## src/rtl/perf_ctr_pkg.sv

```systemverilog
package perf_ctr_pkg;

  localparam int SEL_W = 64;

  // selector bit positions (software-visible layout)
  localparam int B_USR  = 16;
  localparam int B_OS   = 17;
  localparam int B_EDGE = 18;
  localparam int B_INT  = 20;
  localparam int B_EN   = 22;
  localparam int B_INV  = 23;

  typedef struct packed {
    logic [7:0] thresh;
    logic       invert;
    logic       cnt_en;
    logic       int_en;
    logic       edge_m;
    logic       os_ok;
    logic       usr_ok;
    logic [7:0] qual;
    logic [7:0] code;
  } sel_fields_t;

  function automatic sel_fields_t decode_sel(input logic [SEL_W-1:0] w);
    sel_fields_t f;
    f.code   = w[7:0];
    f.qual   = w[15:8];
    f.usr_ok = w[B_USR];
    f.os_ok  = w[B_OS];
    f.edge_m = w[B_EDGE];
    f.int_en = w[B_INT];
    f.cnt_en = w[B_EN];
    f.invert = w[B_INV];
    f.thresh = w[31:24];
    return f;
  endfunction

  // privilege qualification for the current cycle
  function automatic logic priv_allows(input logic kern, input sel_fields_t f);
    return kern ? f.os_ok : f.usr_ok;
  endfunction

  // threshold test, optionally inverted
  function automatic logic thresh_cond(input logic [15:0] hits,
                                       input logic [7:0]  thr,
                                       input logic        inv);
    logic ge;
    ge = (hits >= {8'd0, thr});
    return inv ? ~ge : ge;
  endfunction

endpackage

```

## src/rtl/pc_lane_match.sv

```systemverilog
module pc_lane_match #(
  parameter int NUM_LANES = 4
) (
  input  logic [NUM_LANES-1:0]   lane_valid,
  input  logic [8*NUM_LANES-1:0] lane_code,
  input  logic [8*NUM_LANES-1:0] lane_umask,
  input  logic [7:0]             want_code,
  input  logic [7:0]             want_qual,
  output logic [NUM_LANES-1:0]   hit_vec
);

  for (genvar i = 0; i < NUM_LANES; i++) begin : g_lane
    logic code_eq;
    logic qual_eq;
    assign code_eq    = (lane_code[8*i +: 8] == want_code);
    assign qual_eq    = (lane_umask[8*i +: 8] == want_qual);
    assign hit_vec[i] = lane_valid[i] & code_eq & qual_eq;
  end

endmodule

```

## src/rtl/pc_qualifier.sv

```systemverilog
module pc_qualifier #(
  parameter int NUM_LANES = 4,
  parameter int INC_W     = 4
) (
  input  logic                 clk,
  input  logic                 rst_n,
  input  logic [NUM_LANES-1:0] hit_vec,
  input  logic                 active,
  input  logic [7:0]           thresh,
  input  logic                 invert,
  input  logic                 edge_m,
  output logic [INC_W-1:0]     inc_amt,
  output logic [15:0]          hit_cnt,
  output logic                 thr_cond
);
  import perf_ctr_pkg::*;

  localparam logic [15:0] INC_MAX = 16'((1 << INC_W) - 1);

  function automatic logic [15:0] count_hits(input logic [NUM_LANES-1:0] v);
    logic [15:0] s;
    s = '0;
    for (int i = 0; i < NUM_LANES; i++) s = s + 16'(v[i]);
    return s;
  endfunction

  function automatic logic [INC_W-1:0] sat_inc(input logic [15:0] s);
    return (s > INC_MAX) ? INC_W'(INC_MAX) : INC_W'(s);
  endfunction

  logic prev_cond_q;
  logic thr_on;
  logic thr_hit;

  assign hit_cnt  = count_hits(hit_vec);
  assign thr_on   = (thresh != 8'd0);
  assign thr_cond = thresh_cond(hit_cnt, thresh, invert);
  assign thr_hit  = edge_m ? (thr_cond & ~prev_cond_q) : thr_cond;

  always_comb begin
    if (!active)     inc_amt = '0;
    else if (thr_on) inc_amt = INC_W'(thr_hit);
    else             inc_amt = sat_inc(hit_cnt);
  end

  always_ff @(posedge clk or negedge rst_n) begin
    if (!rst_n)      prev_cond_q <= 1'b0;
    else if (active) prev_cond_q <= thr_cond;
    else             prev_cond_q <= 1'b0;
  end

endmodule

```

## src/rtl/pc_counter.sv

```systemverilog
module pc_counter #(
  parameter int CNT_W = 48,
  parameter int INC_W = 4
) (
  input  logic             clk,
  input  logic             rst_n,
  input  logic             ld_en,
  input  logic [CNT_W-1:0] ld_val,
  input  logic [INC_W-1:0] inc_amt,
  input  logic             int_en,
  input  logic             irq_ack,
  output logic [CNT_W-1:0] cnt_q,
  output logic             wrap_evt,
  output logic             ovf_pulse,
  output logic             irq
);

  function automatic logic crossed_zero(input logic [CNT_W-1:0] old_v,
                                        input logic [CNT_W-1:0] new_v);
    return old_v[CNT_W-1] & ~new_v[CNT_W-1];
  endfunction

  logic [CNT_W-1:0] cnt_next;

  assign cnt_next = cnt_q + CNT_W'(inc_amt);
  assign wrap_evt = ~ld_en & (inc_amt != '0) & crossed_zero(cnt_q, cnt_next);

  always_ff @(posedge clk or negedge rst_n) begin
    if (!rst_n) begin
      cnt_q     <= '0;
      ovf_pulse <= 1'b0;
      irq       <= 1'b0;
    end else begin
      cnt_q     <= ld_en ? ld_val : cnt_next;
      ovf_pulse <= wrap_evt;
      if (wrap_evt && int_en) irq <= 1'b1;
      else if (irq_ack)       irq <= 1'b0;
    end
  end

endmodule

```

## src/rtl/perf_event_counter.sv

```systemverilog
module perf_event_counter #(
  parameter int NUM_LANES = 4,
  parameter int CNT_W     = 48,
  parameter int INC_W     = 4
) (
  input  logic                   clk,
  input  logic                   rst_n,
  input  logic                   glb_en,
  input  logic                   priv_kernel,
  input  logic [NUM_LANES-1:0]   lane_valid,
  input  logic [8*NUM_LANES-1:0] lane_code,
  input  logic [8*NUM_LANES-1:0] lane_umask,
  input  logic                   reg_wr,
  input  logic                   reg_sel,
  input  logic [63:0]            reg_wdata,
  output logic [63:0]            reg_rdata,
  input  logic                   irq_ack,
  output logic                   ovf_pulse,
  output logic                   irq
);
  import perf_ctr_pkg::*;

  localparam int PAD_W = SEL_W - CNT_W;

  logic [SEL_W-1:0]     ctl_q;
  sel_fields_t          fld;
  logic                 active;
  logic [NUM_LANES-1:0] hit_vec;
  logic [INC_W-1:0]     inc_amt;
  logic [15:0]          hit_cnt;
  logic                 thr_cond;
  logic [CNT_W-1:0]     cnt_q;
  logic                 wrap_evt;
  logic                 ld_cnt;

  assign fld    = decode_sel(ctl_q);
  assign active = glb_en & fld.cnt_en & priv_allows(priv_kernel, fld);
  assign ld_cnt = reg_wr & reg_sel;

  always_ff @(posedge clk or negedge rst_n) begin
    if (!rst_n)                  ctl_q <= '0;
    else if (reg_wr && !reg_sel) ctl_q <= reg_wdata;
  end

  pc_lane_match #(.NUM_LANES(NUM_LANES)) u_match (
    .lane_valid (lane_valid),
    .lane_code  (lane_code),
    .lane_umask (lane_umask),
    .want_code  (fld.code),
    .want_qual  (fld.qual),
    .hit_vec    (hit_vec)
  );

  pc_qualifier #(.NUM_LANES(NUM_LANES), .INC_W(INC_W)) u_qual (
    .clk      (clk),
    .rst_n    (rst_n),
    .hit_vec  (hit_vec),
    .active   (active),
    .thresh   (fld.thresh),
    .invert   (fld.invert),
    .edge_m   (fld.edge_m),
    .inc_amt  (inc_amt),
    .hit_cnt  (hit_cnt),
    .thr_cond (thr_cond)
  );

  pc_counter #(.CNT_W(CNT_W), .INC_W(INC_W)) u_cnt (
    .clk       (clk),
    .rst_n     (rst_n),
    .ld_en     (ld_cnt),
    .ld_val    (reg_wdata[CNT_W-1:0]),
    .inc_amt   (inc_amt),
    .int_en    (fld.int_en),
    .irq_ack   (irq_ack),
    .cnt_q     (cnt_q),
    .wrap_evt  (wrap_evt),
    .ovf_pulse (ovf_pulse),
    .irq       (irq)
  );

  assign reg_rdata = reg_sel ? {{PAD_W{1'b0}}, cnt_q} : ctl_q;

endmodule

```

## config.mk

```make
export PLATFORM = sky130hd
export DESIGN_NAME = perf_event_counter
export DESIGN_NICKNAME = d
export VERILOG_FILES = /design/src/rtl/perf_ctr_pkg.sv /design/src/rtl/pc_lane_match.sv /design/src/rtl/pc_qualifier.sv /design/src/rtl/pc_counter.sv /design/src/rtl/perf_event_counter.sv
export SDC_FILE = /design/constraint.sdc
export NUM_CORES = 1
export LEC_CHECK = 0
export ABC_AREA = 1
export BUFFER_PORTS_ARGS = -buffer_cell sky130_fd_sc_hd__buf_4
export CAP_MARGIN = 0
export CELL_PAD_IN_SITES_DETAIL_PLACEMENT = 0
export CELL_PAD_IN_SITES_GLOBAL_PLACEMENT = 1
export CORE_ASPECT_RATIO = 1.4
export CORE_MARGIN = 3
export CORE_UTILIZATION = 40
export DETAILED_ROUTE_END_ITERATION = 8
export GPL_TIMING_DRIVEN = 0
export PLACE_DENSITY = 0.87
export SYNTH_ARGS = -nofsm -noshare
export SYNTH_HDL_FRONTEND = slang
export SYNTH_SLANG_ARGS = --single-unit
```

## constraint.sdc

```tcl
create_clock -name clk -period 11.3 [get_ports clk]
set_clock_uncertainty 0.1 [all_clocks]
set_input_delay 1.695 -clock clk [delete_from_list [all_inputs] [get_ports clk]]
set_output_delay 1.695 -clock clk [all_outputs]
set_load 0.005 [all_outputs]
```

==> key figures, run 1 <==
Clock network
  – CTS buffer count: 17
  – H-tree depth: 4
  – Clk sinks: 115
  – Post-CTS Setup Inserts: 0
  – Clock transition time at the flip-flop clock pins of the worst setup and hold paths: 0.06 ns
  – Later-pin clock latency in the skew report: 0.43 ns
  – CTS tree: done
  – Hold_buf cts: 0
  – Clock Tree Buf Depth: 2
  – Post_cts resized: 0
  – CTS root buffer: clkbuf_16

Global route
  – Gr ovfl total: 0
  – Vias in the first global route: 7724
  – Initial antenna violation count: 0
  – Largest net degree at the start of global routing: 76
  – First-pass GRT wire length: 42.15 mm
  – Total track usage: 28.13%

Floorplan
  – Chip height: 165.4 um
  – Die area: 19820 sq um
  – # IOs: 205
  – Starting density of the core: 41.36%
  – Die width: 119.8 um
  – Num rows: 57
  – Core Region: 17540 sq um

Pwr
  – Pint: 0.0009121 W
  – Power per standard cell area: 137.5 nW/um^2
  – Sw Pwr: 0.0004182 W
  – Maximum VDD drop: 0.08126 mV
  – Clock Power Share: 38.8%
  – LEAKAGE: 4.626 nW
  – Combinational share of power: 22.9%
  – Sw Share: 31.43%
  – Sequential power share: 38.3%

Finish
  – Fin nets: 1386
  – Filler cells: 1838
  – Footprint of the multi-input gates: 3845 sq um
  – # diodes: 0
  – Syn-to-layout area delta: 33.33%
  – Finished Layout Cells: 1485
  – FF+latch area: 2878 sq um
  – Share of cells above drive strength 1: 23.62%

Route
  – ANT nets after route: 0
  – Residual DRC: 0
  – Wirelength per Cell: 18.48 um
  – Final WL: 27.45 mm
  – Initial drt markers: 504
  – First-pass detailed-route iteration total: 5
  – Via density: 5.083
  – Vias post-DR: 7548

Yosys
  – Gate Count Post-Synth: 1013
  – Async SR Flop Fraction: 100.0%
  – Synth Area per Inst: 7.164 sq um
  – Seq cells post-synth: 115
  – Synthesized area: 7257 sq um
  – YS warnings: 0
  – Share of the yosys chip area belonging to registers: 39.66%
  – Synth Flop Type: dfrtp_1
  – Post-synth EDFFs: 0
  – Net Count, Synth: 1163
  – Yosys cell types: 34

Placed design
  – GP Congestion: 0.9347
  – DP Cell Count: 1453
  – Port Buf Inserts: 203
  – DP HPWL: 22.11 mm

Worst setup path
  – Worst R2R Path Depth: 30
  – CP Launch Type: input port
  – CP Capture Type: flip-flop
  – Max Fanout on Critical Path: 6
  – Kind of critical path: input port to flip-flop
  – Req. time, crit path: 11.48 ns
  – Worst Path Arrival: 6.38 ns

Timing
  – RSZ-0062 raised after global routing: no
  – Fmax: 161.3 MHz
  – Total Neg Setup Slack: 0 ns
  – Hold_ws: 0.3840 ns
  – Period utilization: 54.87%
  – # setup viols final: 0
  – Hold Violations, Final: 0
  – Minimum clock period: 6.200 ns
  – Pins Over Slew Limit: 0
  – Slew margin rel.: 46.08%
  – Worst-Margin Slew: 0.8089 ns

Min path
  – Worst hold path cell count: 2
  – Hold crit path type: flip-flop to flip-flop

Outcome
  – Status: completed

Job
  – Max cap viols: 0
==> critical path, cell delays in order <==
cell and delay [ns]:
buf_4 0.11, or2_2 0.26, a221oi_1 0.33, nand3_1 0.13, nor2_1 0.12, ha_1 0.26, fa_1 0.43, ha_1 0.33
ha_1 0.28, nand2_1 0.05, nand2_1 0.08, nand2_1 0.06, nand2_1 0.08, nand3_1 0.08, nand2_1 0.06, nand2_1 0.06
inv_1 0.06, ha_1 0.18, nand3_1 0.08, nand2_1 0.21, nand2_2 0.20, nor2_4 0.27, nand3_2 0.13, nand3b_1 0.20
nor3_2 0.22, ha_1 0.28, nand2_1 0.06, o21ai_0 0.08
==> stage by stage <==
step	instance area (sq um)	util, %	total power, W	worst slack, ns
after floorplan	7257	-	0.0006608	5.653
after global placement	9076	51.73	0.0008149	4.736
after detailed placement	9107	51.91	0.0008206	4.652
after CTS	9676	55.15	0.001339	5.097
after global routing	9676	55.15	0.001401	4.677
final	9676	55.15	0.001330	5.100
==> cells in the final DEF (no fill, tap or decap), types with 7 or more instances in the layout <==
cell / count
o21ai_1: 18
or2_2: 9
nor3_1: 23
buf_2: 7
dfrtp_1: 115
mux2_2: 19
o21ai_0: 86
a221oi_1: 12
nand3_1: 34
nor2_1: 120
nand4_1: 11
xnor2_1: 13
xor2_1: 29
clkbuf_16: 17
a21oi_1: 39
o22ai_1: 13
clkbuf_1: 24
buf_4: 202
nand2_1: 286
inv_1: 99
ha_1: 9
==> kinds of logic (layout without fill, tap and decap cells) <==
kind of cell / after synthesis / in the layout / synth area share [%]
multiplexers: 19 / 19 / 2.948
flip-flops: 115 / 115 / 39.66
XOR/XNOR: 42 / 42 / 5.069
adder cells (fa/ha/maj): 11 / 11 / 2.103
buffers and inverters: 140 / 376 / 7.362
AND/OR/NAND/NOR: 508 / 508 / 29.41
AO/OA/AOI/OAI: 178 / 178 / 13.45
==> synth_stat cells, types with 5 or more instances <==
| library cell | count | area [sq um] |
|---|---|---|
| nor2_2 | 6 | 37.54 |
| or2_2 | 9 | 56.30 |
| nor2_1 | 120 | 450.4 |
| clkbuf_1 | 24 | 90.09 |
| inv_2 | 5 | 18.77 |
| o21ai_0 | 86 | 430.4 |
| inv_1 | 99 | 371.6 |
| o21ai_1 | 18 | 90.09 |
| buf_2 | 7 | 35.03 |
| a21oi_1 | 39 | 195.2 |
| nand3_1 | 34 | 170.2 |
| ha_1 | 9 | 112.6 |
| o22ai_1 | 13 | 81.33 |
| dfrtp_1 | 115 | 2878 |
| nand2_1 | 286 | 1074 |
| xor2_1 | 29 | 254.0 |
| mux2_2 | 19 | 214.0 |
| nor4_1 | 5 | 31.28 |
| xnor2_1 | 13 | 113.9 |
| a221oi_1 | 12 | 105.1 |
| nor3_1 | 23 | 115.1 |
| nand4_1 | 11 | 68.82 |
==> final timing paths <==
path,startpoint,endpoint,slack [ns]
worst max-delay path,lane_code[2],u_cnt.cnt_q[47],5.10
min in group asynchronous,rst_n,ctl_q[47],1.07
worst min register to register,u_cnt.irq,u_cnt.irq,0.38
worst min-delay path,u_cnt.irq,u_cnt.irq,0.38
worst max register to register,ctl_q[5],u_cnt.cnt_q[47],5.96
max in group asynchronous,rst_n,ctl_q[8],9.30
==> flip-flops by register name, summed over array words and instances, names as in the netlist <==
signal              flops
u_cnt.irq               1
u_qual.prev_cond_q      1
u_cnt.ovf_pulse         1
u_cnt.cnt_q            48
ctl_q                  64
==> layout make-up <==
type / count / share of cell area (%)
Sequential cell: 115 / 29.74
Clock buffer: 18 / 4.539
Timing Repair Buffer: 204 / 16.07
Buffer: 33 / 1.371
Inverter: 107 / 4.151
Clock inverter: 14 / 1.332
Multi-Input combinational cell: 758 / 39.74
Tap cell: 236 / 3.052
==> routing by layer <==
metal / vias to the layer above / wire length [um] / share of wire [%] / GRT usage (%)
li1: 3751 / - / - / -
met2: 249 / 14560 / 53 / 52.88
met5: - / 0 / 0 / 0
met4: 0 / 1106 / 4.0 / 12.45
met1: 3484 / 10480 / 38 / 30.85
met3: 64 / 1309 / 4.8 / 5.009
==> power groups by stage <==
stage / combinational, W / sequential (W) / clock (W)
2_1_floorplan: 0.000159 / 0.000502 / 0
3_3_place_gp: 0.000301 / 0.000513 / 0
3_5_place_dp: 0.000305 / 0.000515 / 0
4_1_cts: 0.000307 / 0.000508 / 0.000524
5_1_grt: 0.000341 / 0.000516 / 0.000544
6_report: 0.000305 / 0.000509 / 0.000517
Note: power is estimated with default switching activity, not from simulation.
==> inputs of run 2 (changes only) <==
--- a/config.mk
+++ b/config.mk
@@ -12,10 +12,10 @@
 export CELL_PAD_IN_SITES_GLOBAL_PLACEMENT = 1
 export CORE_ASPECT_RATIO = 1.4
 export CORE_MARGIN = 3
-export CORE_UTILIZATION = 40
+export CORE_UTILIZATION = 34
 export DETAILED_ROUTE_END_ITERATION = 8
 export GPL_TIMING_DRIVEN = 0
-export PLACE_DENSITY = 0.87
+export PLACE_DENSITY = 0.79
 export SYNTH_ARGS = -nofsm -noshare
 export SYNTH_HDL_FRONTEND = slang
 export SYNTH_SLANG_ARGS = --single-unit
==> constraint.sdc (replaced) <==
create_clock -name clk -period 5.25 [get_ports clk]
set_clock_uncertainty 0.1 [all_clocks]
set_input_delay 0.7875 -clock clk [delete_from_list [all_inputs] [get_ports clk]]
set_output_delay 0.7875 -clock clk [all_outputs]
set_load 0.005 [all_outputs]
==> run 2 against run 1 <==
Net effect:
- sequential cell count stayed put
- total power grew 120%
- core utilization shrank 7.2 points
- first-iteration DRC count down 24%
- via count rose by 1.1%
- non-clock buffer count increased by 10
- count of clock-buffer cells in the layout down 1
- cell area rose by 2.6%
- die area is 17% higher
- clock power up 120%
==> key figures, run 2 (synthesis results as in run 1) <==
Outcome
  – Status: completed

Route
  – Via density: 5.032 (-0.99%)
  – Initial drt markers: 383 (-24%)
  – Final WL: 28.20 mm (+2.8%)
  – Residual DRC: 0 (unchanged)
  – First-pass detailed-route iteration total: 5 (unchanged)
  – ANT nets after route: 0 (unchanged)
  – Wirelength per Cell: 18.60 um (+0.65%)
  – Vias post-DR: 7629 (+1.1%)

Global route
  – Gr ovfl total: 0 (unchanged)
  – Initial antenna violation count: 1 (+1)
  – Vias in the first global route: 7666 (-0.75%)
  – Total track usage: 24.21% (-3.9 points)
  – First-pass GRT wire length: 42.12 mm (about the same)
  – Largest net degree at the start of global routing: 69 (-9.2%)

Worst setup path
  – Worst R2R Path Depth: 30 (unchanged)
  – Top cell by count, worst path: nand2_1
  – Worst Path Arrival: 5.12 ns (-1.26 ns)
  – FF-to-FF Start: ctl_q[12]
  – Kind of critical path: flip-flop to flip-flop
  – R2R setup slack: 0.31 ns (-5.65 ns)
  – CP max-delay cell: fa_2
  – CP Launch Type: flip-flop
  – Max Fanout on Critical Path: 6 (unchanged)
  – CP peak stage delay: 0.54 ns (+0.11 ns)
  – CP Capture Type: flip-flop
  – Req. time, crit path: 5.43 ns (-6.05 ns)
  – Reg-to-reg critical path endpoint: u_cnt.cnt_q[47]

Clock network
  – Hold_buf cts: 0 (unchanged)
  – Clock Tree Buf Depth: 2 (unchanged)
  – Clock transition time at the flip-flop clock pins of the worst setup and hold paths: 0.06 ns (about the same)
  – H-tree depth: 4 (unchanged)
  – Later-pin clock latency in the skew report: 0.42 ns (about the same)
  – Clk sinks: 115 (unchanged)
  – CTS buffer count: 17 (unchanged)
  – CTS root buffer: clkbuf_16
  – CTS tree: done

Finish
  – Most frequent cells in the layout: nand2_1 (282), buf_4 (212), nor2_1 (118)
  – Most common cell after layout, fill and taps aside: nand2_1
  – Fin nets: 1396 (+0.72%)
  – Top reg by flops: ctl_q
  – Design area: 9925 sq um (+2.6%)
  – Share of cells above drive strength 1: 25.97% (+2.4 points)
  – Max reg flops: 64 (unchanged)
  – Syn-to-layout area delta: 36.76%
  – Largest regs: ctl_q: 64 flops, u_cnt.cnt_q: 48 flops

Min path
  – Hold crit path type: input port to asynchronous set/reset pin

Timing
  – Worst-Margin Slew: 0.7869 ns (-0.02201 ns)
  – Minimum clock period: 4.941 ns
  – # setup viols final: 0 (unchanged)
  – RSZ-0062 raised after global routing: no
  – Period utilization: 94.11%
  – Pins Over Slew Limit: 0 (unchanged)
  – Hold Violations, Final: 0 (unchanged)
  – Slew margin rel.: 47.54% (+1.5 points)
  – Total Neg Setup Slack: 0 ns (unchanged)
  – Fmax: 202.4 MHz

Placed design
  – DP HPWL: 22.34 mm (+1.0%)
  – GP Congestion: 0.9436 (+0.95%)
  – Post-DP Area: 9133 sq um (+0.27%)
  – Port Buf Inserts: 203 (unchanged)

Pwr
  – Maximum VDD drop: 0.1568 mV (+93%)
  – Tot Pwr: 0.002920 W (+120%)
  – Power per standard cell area: 294.2 nW/um^2 (+110%)
  – LEAKAGE: 4.686 nW (+1.3%)

Floorplan
  – Die width: 129.5 um (+8.0%)
  – Starting density of the core: 35.04% (-6.3 points)
  – Num rows: 62 (+8.8%)
  – # IOs: 205 (unchanged)
  – Core Region: 20710 sq um (+18%)
  – Chip height: 178.9 um (+8.2%)
  – Die area: 23160 sq um (+17%)

Job
  – Max cap viols: 0 (unchanged)
run 2: cell types whose count changed in the layout (fill, tap and decap cells not counted), sizes merged:
cell      delta
clkbuf       -1
clkinvlp     +4
clkinv       -3
bufinv       +1
diode        +1
buf         +10
inv          -1
run 2: per-stage QoR:
| stage | setup WS [ns] | utilization, % | cells | hold slack (ns) |
|---|---|---|---|---|
| finish | 0.3090 | 47.92 | 1516 | 0.2105 |
| global route | 0.01118 | 47.92 | 1516 | 0.2265 |
| CTS | 0.003282 | 46.92 | 1505 | 0.2177 |
| detailed placement | -0.3181 | 44.09 | 1473 | 0.3666 |
| global placement | -0.3316 | 43.94 | 1472 | 0.3653 |
| floorplan | 0.5103 | - | 1013 | 0.3530 |
run 2: cell type report:
| cell class | instances | area (sq um) |
|---|---|---|
| plain buffers | 33 | 132.6 |
| clock inverters | 15 | 158.9 |
| diodes | 1 | 2.502 |
| inverters | 107 | 414.1 |
| well taps | 256 | 320.3 |
| clock buffers | 17 | 425.4 |
| flip-flops and latches | 115 | 2878 |
| fillers | 2180 | 10790 |
| repair buffers | 214 | 1630 |
| multi-input cells | 758 | 3963 |
run 2: power by group:
part	switching (W)	internal, W
combinational	0.000370	0.000303
sequential	0.0000981	0.00100
clock	0.000448	0.000701
run 2: how the worst max path moves through the flow:
stage,start,endpoint,slack [ns],cells past startpoint
after CTS,ctl_q[13],u_cnt.cnt_q[47],0.003,29
after floorplan,lane_umask[7],u_cnt.cnt_q[24],0.51,27
after detailed placement,lane_umask[7],u_cnt.cnt_q[47],-0.32,28
after global routing,ctl_q[10],u_cnt.irq,0.01,33
final,ctl_q[12],u_cnt.cnt_q[47],0.31,30
after global placement,lane_umask[7],u_cnt.cnt_q[47],-0.33,28
run 2: worst max-delay path: cells and delay by family, from the launching register on:
kind / cells / cell delay (ns)
AOI/OAI and AO/OA: 2 / 0.19
adders and majority gates: 5 / 1.51
DFF: 1 / 0.42
buffers and inverters: 4 / 0.42
and+or+nand+nor: 19 / 2.17
run 2: routing by layer:
layer,share of wire [%],track usage (%)
met1,39,27.06
met2,52,44.01
met3,4.7,4.143
met4,4.2,11.79
met5,0,0
run 2: what timing repair did:
item	CTS	global route
setup buffers	0	10
setup endpoints to repair	2	25
gates resized for setup	2	34
pin swaps	0	11
